## config.mk

```make
export PLATFORM = sky130hd
export DESIGN_NAME = irq_status_unit
export DESIGN_NICKNAME = d
export VERILOG_FILES = /design/src/rtl/irq_pkg.sv /design/src/rtl/irq_flag_bank.sv /design/src/rtl/irq_mask_reg.sv /design/src/rtl/irq_out_reg.sv /design/src/rtl/irq_status_unit.sv
export SDC_FILE = /design/constraint.sdc
export NUM_CORES = 1
export LEC_CHECK = 0
export CAP_MARGIN = 20
export CORE_MARGIN = 4
export CORE_UTILIZATION = 28
export DETAILED_ROUTE_END_ITERATION = 10
export PLACE_DENSITY = 0.77
export SLEW_MARGIN = 20
export SYNTH_ARGS = -nofsm -noshare
export SYNTH_HDL_FRONTEND = slang
export SYNTH_SLANG_ARGS = --single-unit
```

## constraint.sdc

```tcl
create_clock -name clk_i -period 1.1 [get_ports clk_i]
set_input_delay 0.22 -clock clk_i [delete_from_list [all_inputs] [get_ports clk_i]]
set_output_delay 0.22 -clock clk_i [all_outputs]
set_load 0.02 [all_outputs]
```

## src/rtl/irq_pkg.sv

```systemverilog
package irq_pkg;
  localparam int unsigned W = 32;

  localparam int unsigned B_RESP_END  = 0;
  localparam int unsigned B_DATA_END  = 2;
  localparam int unsigned B_CARD_OUT  = 3;
  localparam int unsigned B_CARD_IN   = 4;
  localparam int unsigned B_PRESENT   = 5;
  localparam int unsigned B_WPROT     = 7;
  localparam int unsigned B_ERR_LO    = 16;
  localparam int unsigned B_ERR_HI    = 22;
  localparam int unsigned B_RX_RDY    = 24;
  localparam int unsigned B_TX_REQ    = 25;
  localparam int unsigned B_ILLEGAL   = 31;

  localparam logic [W-1:0] ERR_MSK  = 32'h007F_0000;
  localparam logic [W-1:0] FLAG_MSK = (W'(1) << B_RESP_END) | (W'(1) << B_DATA_END)
                                    | (W'(1) << B_CARD_OUT) | (W'(1) << B_CARD_IN)
                                    | ERR_MSK | (W'(1) << B_RX_RDY)
                                    | (W'(1) << B_TX_REQ) | (W'(1) << B_ILLEGAL);
  localparam logic [W-1:0] LIVE_MSK = (W'(1) << B_PRESENT) | (W'(1) << B_WPROT);
  // extra mask-only storage positions
  localparam logic [W-1:0] MASK_RW  = FLAG_MSK | 32'h0800_0300;
endpackage

```

## src/rtl/irq_flag_bank.sv

```systemverilog
module irq_flag_bank
  import irq_pkg::*;
(
  input  logic         clk_i,
  input  logic         rst_ni,
  input  logic [W-1:0] event_i,
  input  logic         ack_we_i,
  input  logic [W-1:0] ack_data_i,
  input  logic         cmd_write_i,
  input  logic         soft_rst_i,
  output logic [W-1:0] flags_o
);
  for (genvar b = 0; b < W; b++) begin : g_bit
    if (FLAG_MSK[b]) begin : g_flag
      logic flag_q;
      logic clr;
      assign clr = (ack_we_i && !ack_data_i[b]) || (cmd_write_i && ERR_MSK[b]);
      always_ff @(posedge clk_i or negedge rst_ni) begin
        if (!rst_ni)          flag_q <= 1'b0;
        else if (soft_rst_i)  flag_q <= 1'b0;
        else if (event_i[b])  flag_q <= 1'b1;  // event beats any clear
        else if (clr)         flag_q <= 1'b0;
      end
      assign flags_o[b] = flag_q;
    end else begin : g_zero
      assign flags_o[b] = 1'b0;
    end
  end

  assert_evt_sets_R2: assert property (@(posedge clk_i) disable iff (!rst_ni)
    (((event_i & FLAG_MSK) != '0) && !soft_rst_i)
      |=> ((flags_o & $past(event_i & FLAG_MSK)) == $past(event_i & FLAG_MSK)));

  assert_evt_wins_ack_R4: assert property (@(posedge clk_i) disable iff (!rst_ni)
    (ack_we_i && ((event_i & ~ack_data_i & FLAG_MSK) != '0) && !soft_rst_i)
      |=> ((flags_o & $past(event_i & ~ack_data_i & FLAG_MSK))
           == $past(event_i & ~ack_data_i & FLAG_MSK)));

  assert_ack_clears_R3: assert property (@(posedge clk_i) disable iff (!rst_ni)
    (ack_we_i && !soft_rst_i)
      |=> ((flags_o & $past(~ack_data_i & ~event_i & FLAG_MSK)) == '0));

  assert_cmd_clears_R8: assert property (@(posedge clk_i) disable iff (!rst_ni)
    (cmd_write_i && !soft_rst_i)
      |=> ((flags_o & $past(ERR_MSK & ~event_i)) == '0));

  assert_soft_rst_R9: assert property (@(posedge clk_i) disable iff (!rst_ni)
    soft_rst_i |=> (flags_o == '0));

  assert_reserved_zero_R7: assert property (@(posedge clk_i) disable iff (!rst_ni)
    (flags_o & ~FLAG_MSK) == '0);
endmodule

```

## src/rtl/irq_mask_reg.sv

```systemverilog
module irq_mask_reg
  import irq_pkg::*;
(
  input  logic         clk_i,
  input  logic         rst_ni,
  input  logic         we_i,
  input  logic [W-1:0] wdata_i,
  output logic [W-1:0] mask_o
);
  for (genvar b = 0; b < W; b++) begin : g_bit
    if (MASK_RW[b]) begin : g_rw
      logic m_q;
      always_ff @(posedge clk_i or negedge rst_ni) begin
        if (!rst_ni)   m_q <= 1'b1;  // disabled out of reset
        else if (we_i) m_q <= wdata_i[b];
      end
      assign mask_o[b] = m_q;
    end else begin : g_ro
      assign mask_o[b] = 1'b0;
    end
  end

  assert_mask_ro_R10: assert property (@(posedge clk_i) disable iff (!rst_ni)
    (mask_o & ~MASK_RW) == '0);

  assert_mask_hold_R10: assert property (@(posedge clk_i) disable iff (!rst_ni)
    !we_i |=> $stable(mask_o));
endmodule

```

## src/rtl/irq_out_reg.sv

```systemverilog
module irq_out_reg
  import irq_pkg::*;
(
  input  logic         clk_i,
  input  logic         rst_ni,
  input  logic [W-1:0] flags_i,
  input  logic [W-1:0] mask_i,
  output logic         irq_o
);
  logic pend;
  logic irq_q;
  assign pend = |(flags_i & ~mask_i & FLAG_MSK);

  always_ff @(posedge clk_i or negedge rst_ni) begin
    if (!rst_ni) irq_q <= 1'b0;
    else         irq_q <= pend;
  end
  assign irq_o = irq_q;

  assert_irq_rise_R5: assert property (@(posedge clk_i) disable iff (!rst_ni)
    ((flags_i & ~mask_i) != '0) |=> irq_o);

  assert_irq_fall_R5: assert property (@(posedge clk_i) disable iff (!rst_ni)
    ((flags_i & ~mask_i) == '0) |=> !irq_o);
endmodule

```

## src/rtl/irq_status_unit.sv

```systemverilog
module irq_status_unit
  import irq_pkg::*;
(
  input  logic         clk_i,
  input  logic         rst_ni,
  input  logic [31:0]  event_i,
  input  logic         card_present_i,
  input  logic         wr_protect_i,
  input  logic         status_we_i,
  input  logic [31:0]  status_wdata_i,
  input  logic         mask_we_i,
  input  logic [31:0]  mask_wdata_i,
  input  logic         cmd_write_i,
  input  logic         soft_rst_i,
  output logic [31:0]  status_o,
  output logic [31:0]  mask_o,
  output logic         irq_o
);
  logic [W-1:0] flags;
  logic [W-1:0] live;

  irq_flag_bank u_flags (
    .clk_i       (clk_i),
    .rst_ni      (rst_ni),
    .event_i     (event_i),
    .ack_we_i    (status_we_i),
    .ack_data_i  (status_wdata_i),
    .cmd_write_i (cmd_write_i),
    .soft_rst_i  (soft_rst_i),
    .flags_o     (flags)
  );

  irq_mask_reg u_mask (
    .clk_i   (clk_i),
    .rst_ni  (rst_ni),
    .we_i    (mask_we_i),
    .wdata_i (mask_wdata_i),
    .mask_o  (mask_o)
  );

  irq_out_reg u_irq (
    .clk_i   (clk_i),
    .rst_ni  (rst_ni),
    .flags_i (flags),
    .mask_i  (mask_o),
    .irq_o   (irq_o)
  );

  always_comb begin
    live = '0;
    live[B_PRESENT] = card_present_i;
    live[B_WPROT]   = wr_protect_i;
  end
  assign status_o = flags | live;

  assert_live_bits_R6: assert property (@(posedge clk_i) disable iff (!rst_ni)
    (status_o[B_PRESENT] == card_present_i) && (status_o[B_WPROT] == wr_protect_i));
endmodule

```

Yosys cells after proc, flatten, opt, wreduce, memory -nomap -nowiden

Index checks and enable logic that the tools add are counted.

Bits in registers: 32
Bits of input ports: 104
Output and inout bits: 65
Word-level logic and storage cells: 127

Multiplexer cells: 42
Bitwise logic cells: 3
Reduce and logical (&&, ||, !) cells: 50

Operators with widths:

| kind              | count |
|---|---|
| $mux 1            | 42 |
| $reduce_bool 3->1 | 14 |
| $and 32x32->32    | 1 |
| $not 32->32       | 1 |
| $or 32x8->32      | 1 |
| $logic_and 1x1->1 | 14 |
| $logic_not 1->1   | 14 |
| $reduce_or 14->1  | 1 |
| $logic_or 1x1->1  | 7 |

Longest topological paths before layout

Word-level depth: 6
Gate-level depth with buffers: 4
Gate-level depth less buffers: 4

By module

A second synthesis with hierarchy kept.

Cell total of the unflattened synthesis: 187
Area, all modules: 1929.4 sq um

By module, submodules not included:

| module          | times used | cells each | area an instance (sq um) | sequential area each (sq um) |
|---|---|---|---|---|
| irq_mask_reg    | 1          | 69         | 950.9                    | 446.7 |
| irq_flag_bank   | 1          | 92         | 829.5                    | 350.3 |
| irq_out_reg     | 1          | 24         | 136.4                    | 25.0 |
| irq_status_unit | 1          | 2          | 12.5                     | 0.0 |

Worst setup path after synthesis

OpenSTA, ideal clock, no wires.

Path type: flip-flop to flip-flop
Start point: register u_mask.g_bit[24].g_rw.m_q
End point: register u_irq.irq_q, in the netlist u_irq.irq_o
Setup time: 136 ps
Arrival: 982 ps
Data required time: 964 ps
Setup slack: -18 ps
Cell stages (with the launch flop): 4
Clock period less this slack: 1118 ps
Cell sequence: dfstp_2 -> nor2b_4 -> a2111oi_2 -> nand3_1

Longest elaborated chain between the ends: 3

RTL lines:

| element                  | RTL line           | source |
|---|---|---|
| start: declaration       | irq_mask_reg.sv:12 | `logic m_q;` |
| start signal: assignment | irq_mask_reg.sv:15 | `else if (we_i) m_q <= wdata_i[b];` |
| $not 32->32              | irq_out_reg.sv:12  | `assign pend = \|(flags_i & ~mask_i & FLAG_MSK);` |
| $and 32x32->32           | irq_out_reg.sv:12  |  |
| $reduce_or 14->1         | irq_out_reg.sv:12  |  |
| named net u_irq.pend     | irq_out_reg.sv:10  | `logic pend;` |
| end signal: assignment   | irq_out_reg.sv:16  | `else irq_q <= pend;` |
| end: declaration         | irq_out_reg.sv:11  | `logic irq_q;` |

The timed path passes the listed nets, and every way through them passes these cells.
A chain may end at the register's enable or synchronous reset.

Worst setup path in the final report

Same ends and word-level chain as after synthesis.

==> reports/qor.txt <==
Pin count of the biggest net entering global routing -> 33
Remaining global-route overflow -> 0
Sequential Area -> 822 µm²
Initial cell density of the core -> 29.1%
Largest family of logic cells by synthesized area -> buffers and inverters
Yosys reg bits -> 32
Adder-cell area share of the yosys netlist -> 0%
Slew Viols, Final -> 0
Status -> finished, violations left
RSZ-0062 raised after global routing -> true
First-pass GRT wire length -> 6.89 mm
Worst-path clk slew -> 0.07 ns
FP Rows -> 29
Final Wtd Congestion -> 0.774
Pwr dens -> 1210 nW/µm²
CTS H-tree lvls -> 2
Critical Path Sink Type -> flip-flop
Max Root-Sink Buffers -> 2
Vias/cell -> 4.03
Clock Latency Late Sink -> 0.28 ns
DRC -> 0
DR WL/cell -> 13.9 µm
Kind of critical path -> reg -> reg
Fin util -> 41.9%
Fmax -> 830 MHz
CTS tree -> yes
Routed Antenna Nets -> 0
Failing checks -> setup timing
Inst Count DP -> 332
Final setup viols -> 18
Vias in the first global route -> 1406
Antenna diode count -> 0
Final critical-path setup slack -> -0.105 ns
FILL cells -> 656
Final worst-path cycle share -> 110%
Drt total wl -> 4.73 mm
Min-delay worst type -> in -> async
Total number of vias -> 1370
Die area -> 8000 µm²
Router iterations before antenna repair -> 4
Post-Synth Simple-Gate Area -> 9.56%
Synth cell types -> 18
Layout area overhead -> 44.0%
Synthesized area -> 1860 µm²
Cell taking the most area after synthesis -> buf_4
Final Cell Area -> 2680 µm²
Port-buffer cells -> 82
Clock Sink Count -> 32
DRT iter0 DRCs -> 29
Post-synth top area share -> 26.7%
Layout Cells excl Fill -> 340
CP startpoint kind -> flip-flop
GRT Overall Usage -> 11.6%
Max cap viols -> 0
Post-Synth XOR/XNOR Area -> 0%
Commonest non-fill, non-tap cell in the layout -> clkdlybuf4s50_1
Initial antenna violation count -> 0
LEAKAGE -> 1.24 nW
Hold Violations, Final -> 0
Sequential-to-total area share from yosys stat -> 44.2%
Number of clock buffers inserted by TritonCTS -> 5
Clock root cell -> clkbuf_8
Die W -> 89.5 µm
Area of the multi-input gates -> 622 µm²
Critical Path Start -> u_mask.g_bit[24].g_rw.m_q$_DFFE_PN1P_
Proportion of layout cells with a drive suffix above 1 -> 36.9%
Critical path arrival -> 1.36 ns
Core ar. -> 6390 µm²
Setup Fix Bufs, Post-CTS -> 0
Mux share of post-synthesis cell area -> 7.27%
Gate Count Post-Synth -> 188
Reg2reg start -> u_mask.g_bit[24].g_rw.m_q$_DFFE_PN1P_
Complex-gate fraction of the synthesized area -> 8.69%
Chip Height -> 89.5 µm
Crit Path Max Fanout -> 2
Fin nets -> 366
CP required -> 1.25 ns
Peak supply drop -> 0.000527 V
Dpl cell area -> 2590 µm²
Min Clock Period, post-route -> 1.20 ns
Synth Warn # -> 0
Most frequent cells in the layout -> 50 x clkdlybuf4s50_1, 31 x conb_1, 20 x buf_6, 20 x buf_4, 17 x dfstp_2
Synth area leaders -> buf_4 27%, dfstp_2 24%, dfrtp_1 20%, mux2_2 7.3%, nand2b_1 4.7%
HPWL Detailed -> 3.80 mm
IO Count -> 169
Avg Cell Area, Syn -> 9.88 µm²
Layout Skew -> 0.00620 ns
## where the power goes
part           leakage [nW]  switching, mW  internal, mW  total (mW)
logic                 0.822          0.462         0.501       0.963
registers             0.366         0.0666          1.32        1.39
clock network        0.0479          0.459         0.441       0.900
## flip-flops by register name (all words and copies together) (netlist names)
| name | count |
|---|---|
| u_mask.g_bit.g_rw.m_q | 17 |
| u_flags.g_bit.g_flag.flag_q | 14 |
| u_irq.irq_o | 1 |
## critical path, stage by stage (launching register included)
cell and delay [ns]:
dfstp_2 0.54, buf_6 0.10, nor2b_4 0.03, a2111oi_4 0.31, nand3_1 0.10
## synth_stat cells, drive strengths merged
cell / number
buf: 68
dfstp: 17
dfrtp: 15
inv: 14
nand2b: 14
nor2: 14
mux2: 12
a21oi: 7
a31oi: 7
nand2: 5
o21ai: 5
o22ai: 4
a221oi: 2
a2111oi: 1
conb: 1
nand3: 1
nor2b: 1
## worst paths after layout
check                                                                    to  slack (ns)  cells past startpoint
worst max-delay path                                  u_irq.irq_o$_DFF_PN0_       -0.10                      4
worst min register to register        u_mask.g_bit[16].g_rw.m_q$_DFFE_PN1P_        0.55                      2
worst max register to register                        u_irq.irq_o$_DFF_PN0_       -0.10                      4
worst min-delay path            u_flags.g_bit[17].g_flag.flag_q$_DFFE_PN0P_        0.31                      2
min in group clk_i                                              status_o[5]        0.44                      0
max in group asynchronous             u_mask.g_bit[24].g_rw.m_q$_DFFE_PN1P_        0.55                      2
## final cells by class
cell class              instances  area share (%)
clock inverters                 3           0.701
flip-flops and latches         32            30.7
repair buffers                105            37.2
multi-input cells             104            23.2
clock buffers                   5            2.57
well taps                      77            3.60
inverters                      14            1.96
## stage by stage
stage	hold WS, ns	power (mW)	setup slack (ns)	setup TNS (ns)
floorplan	-0.0756	2.02	-0.0102	-0.0102
global placement	0.440	2.34	-0.239	-9.64
detailed placement	0.440	2.36	-0.248	-10.43
CTS	0.303	3.29	-0.128	-1.38
global route	0.304	3.46	-0.161	-1.75
finish	0.308	3.25	-0.105	-1.06
## cell families after synthesis
kind of cell	count (synthesis)
buf+inv	82
simple gates	35
flops	32
compound gates	26
mux	12
other cells	1
## routing by layer
| metal | track usage [%] | up-vias | wire length (µm) |
|---|---|---|---|
| li1 | - | 655 | - |
| met1 | 13.4 | 659 | 1740 |
| met2 | 20.8 | 54 | 2600 |
| met3 | 3.87 | 2 | 369 |
| met4 | 2.84 | 0 | 15 |
| met5 | 0 | - | 0 |
## timing repair
action | CTS | global route
pin swaps | 1 | 1
resized for setup | 161 | 11
endpoints found under the setup margin | 33 | 21
hold buffers | 0 | 0
Note: power is estimated with default switching activity, not from simulation.
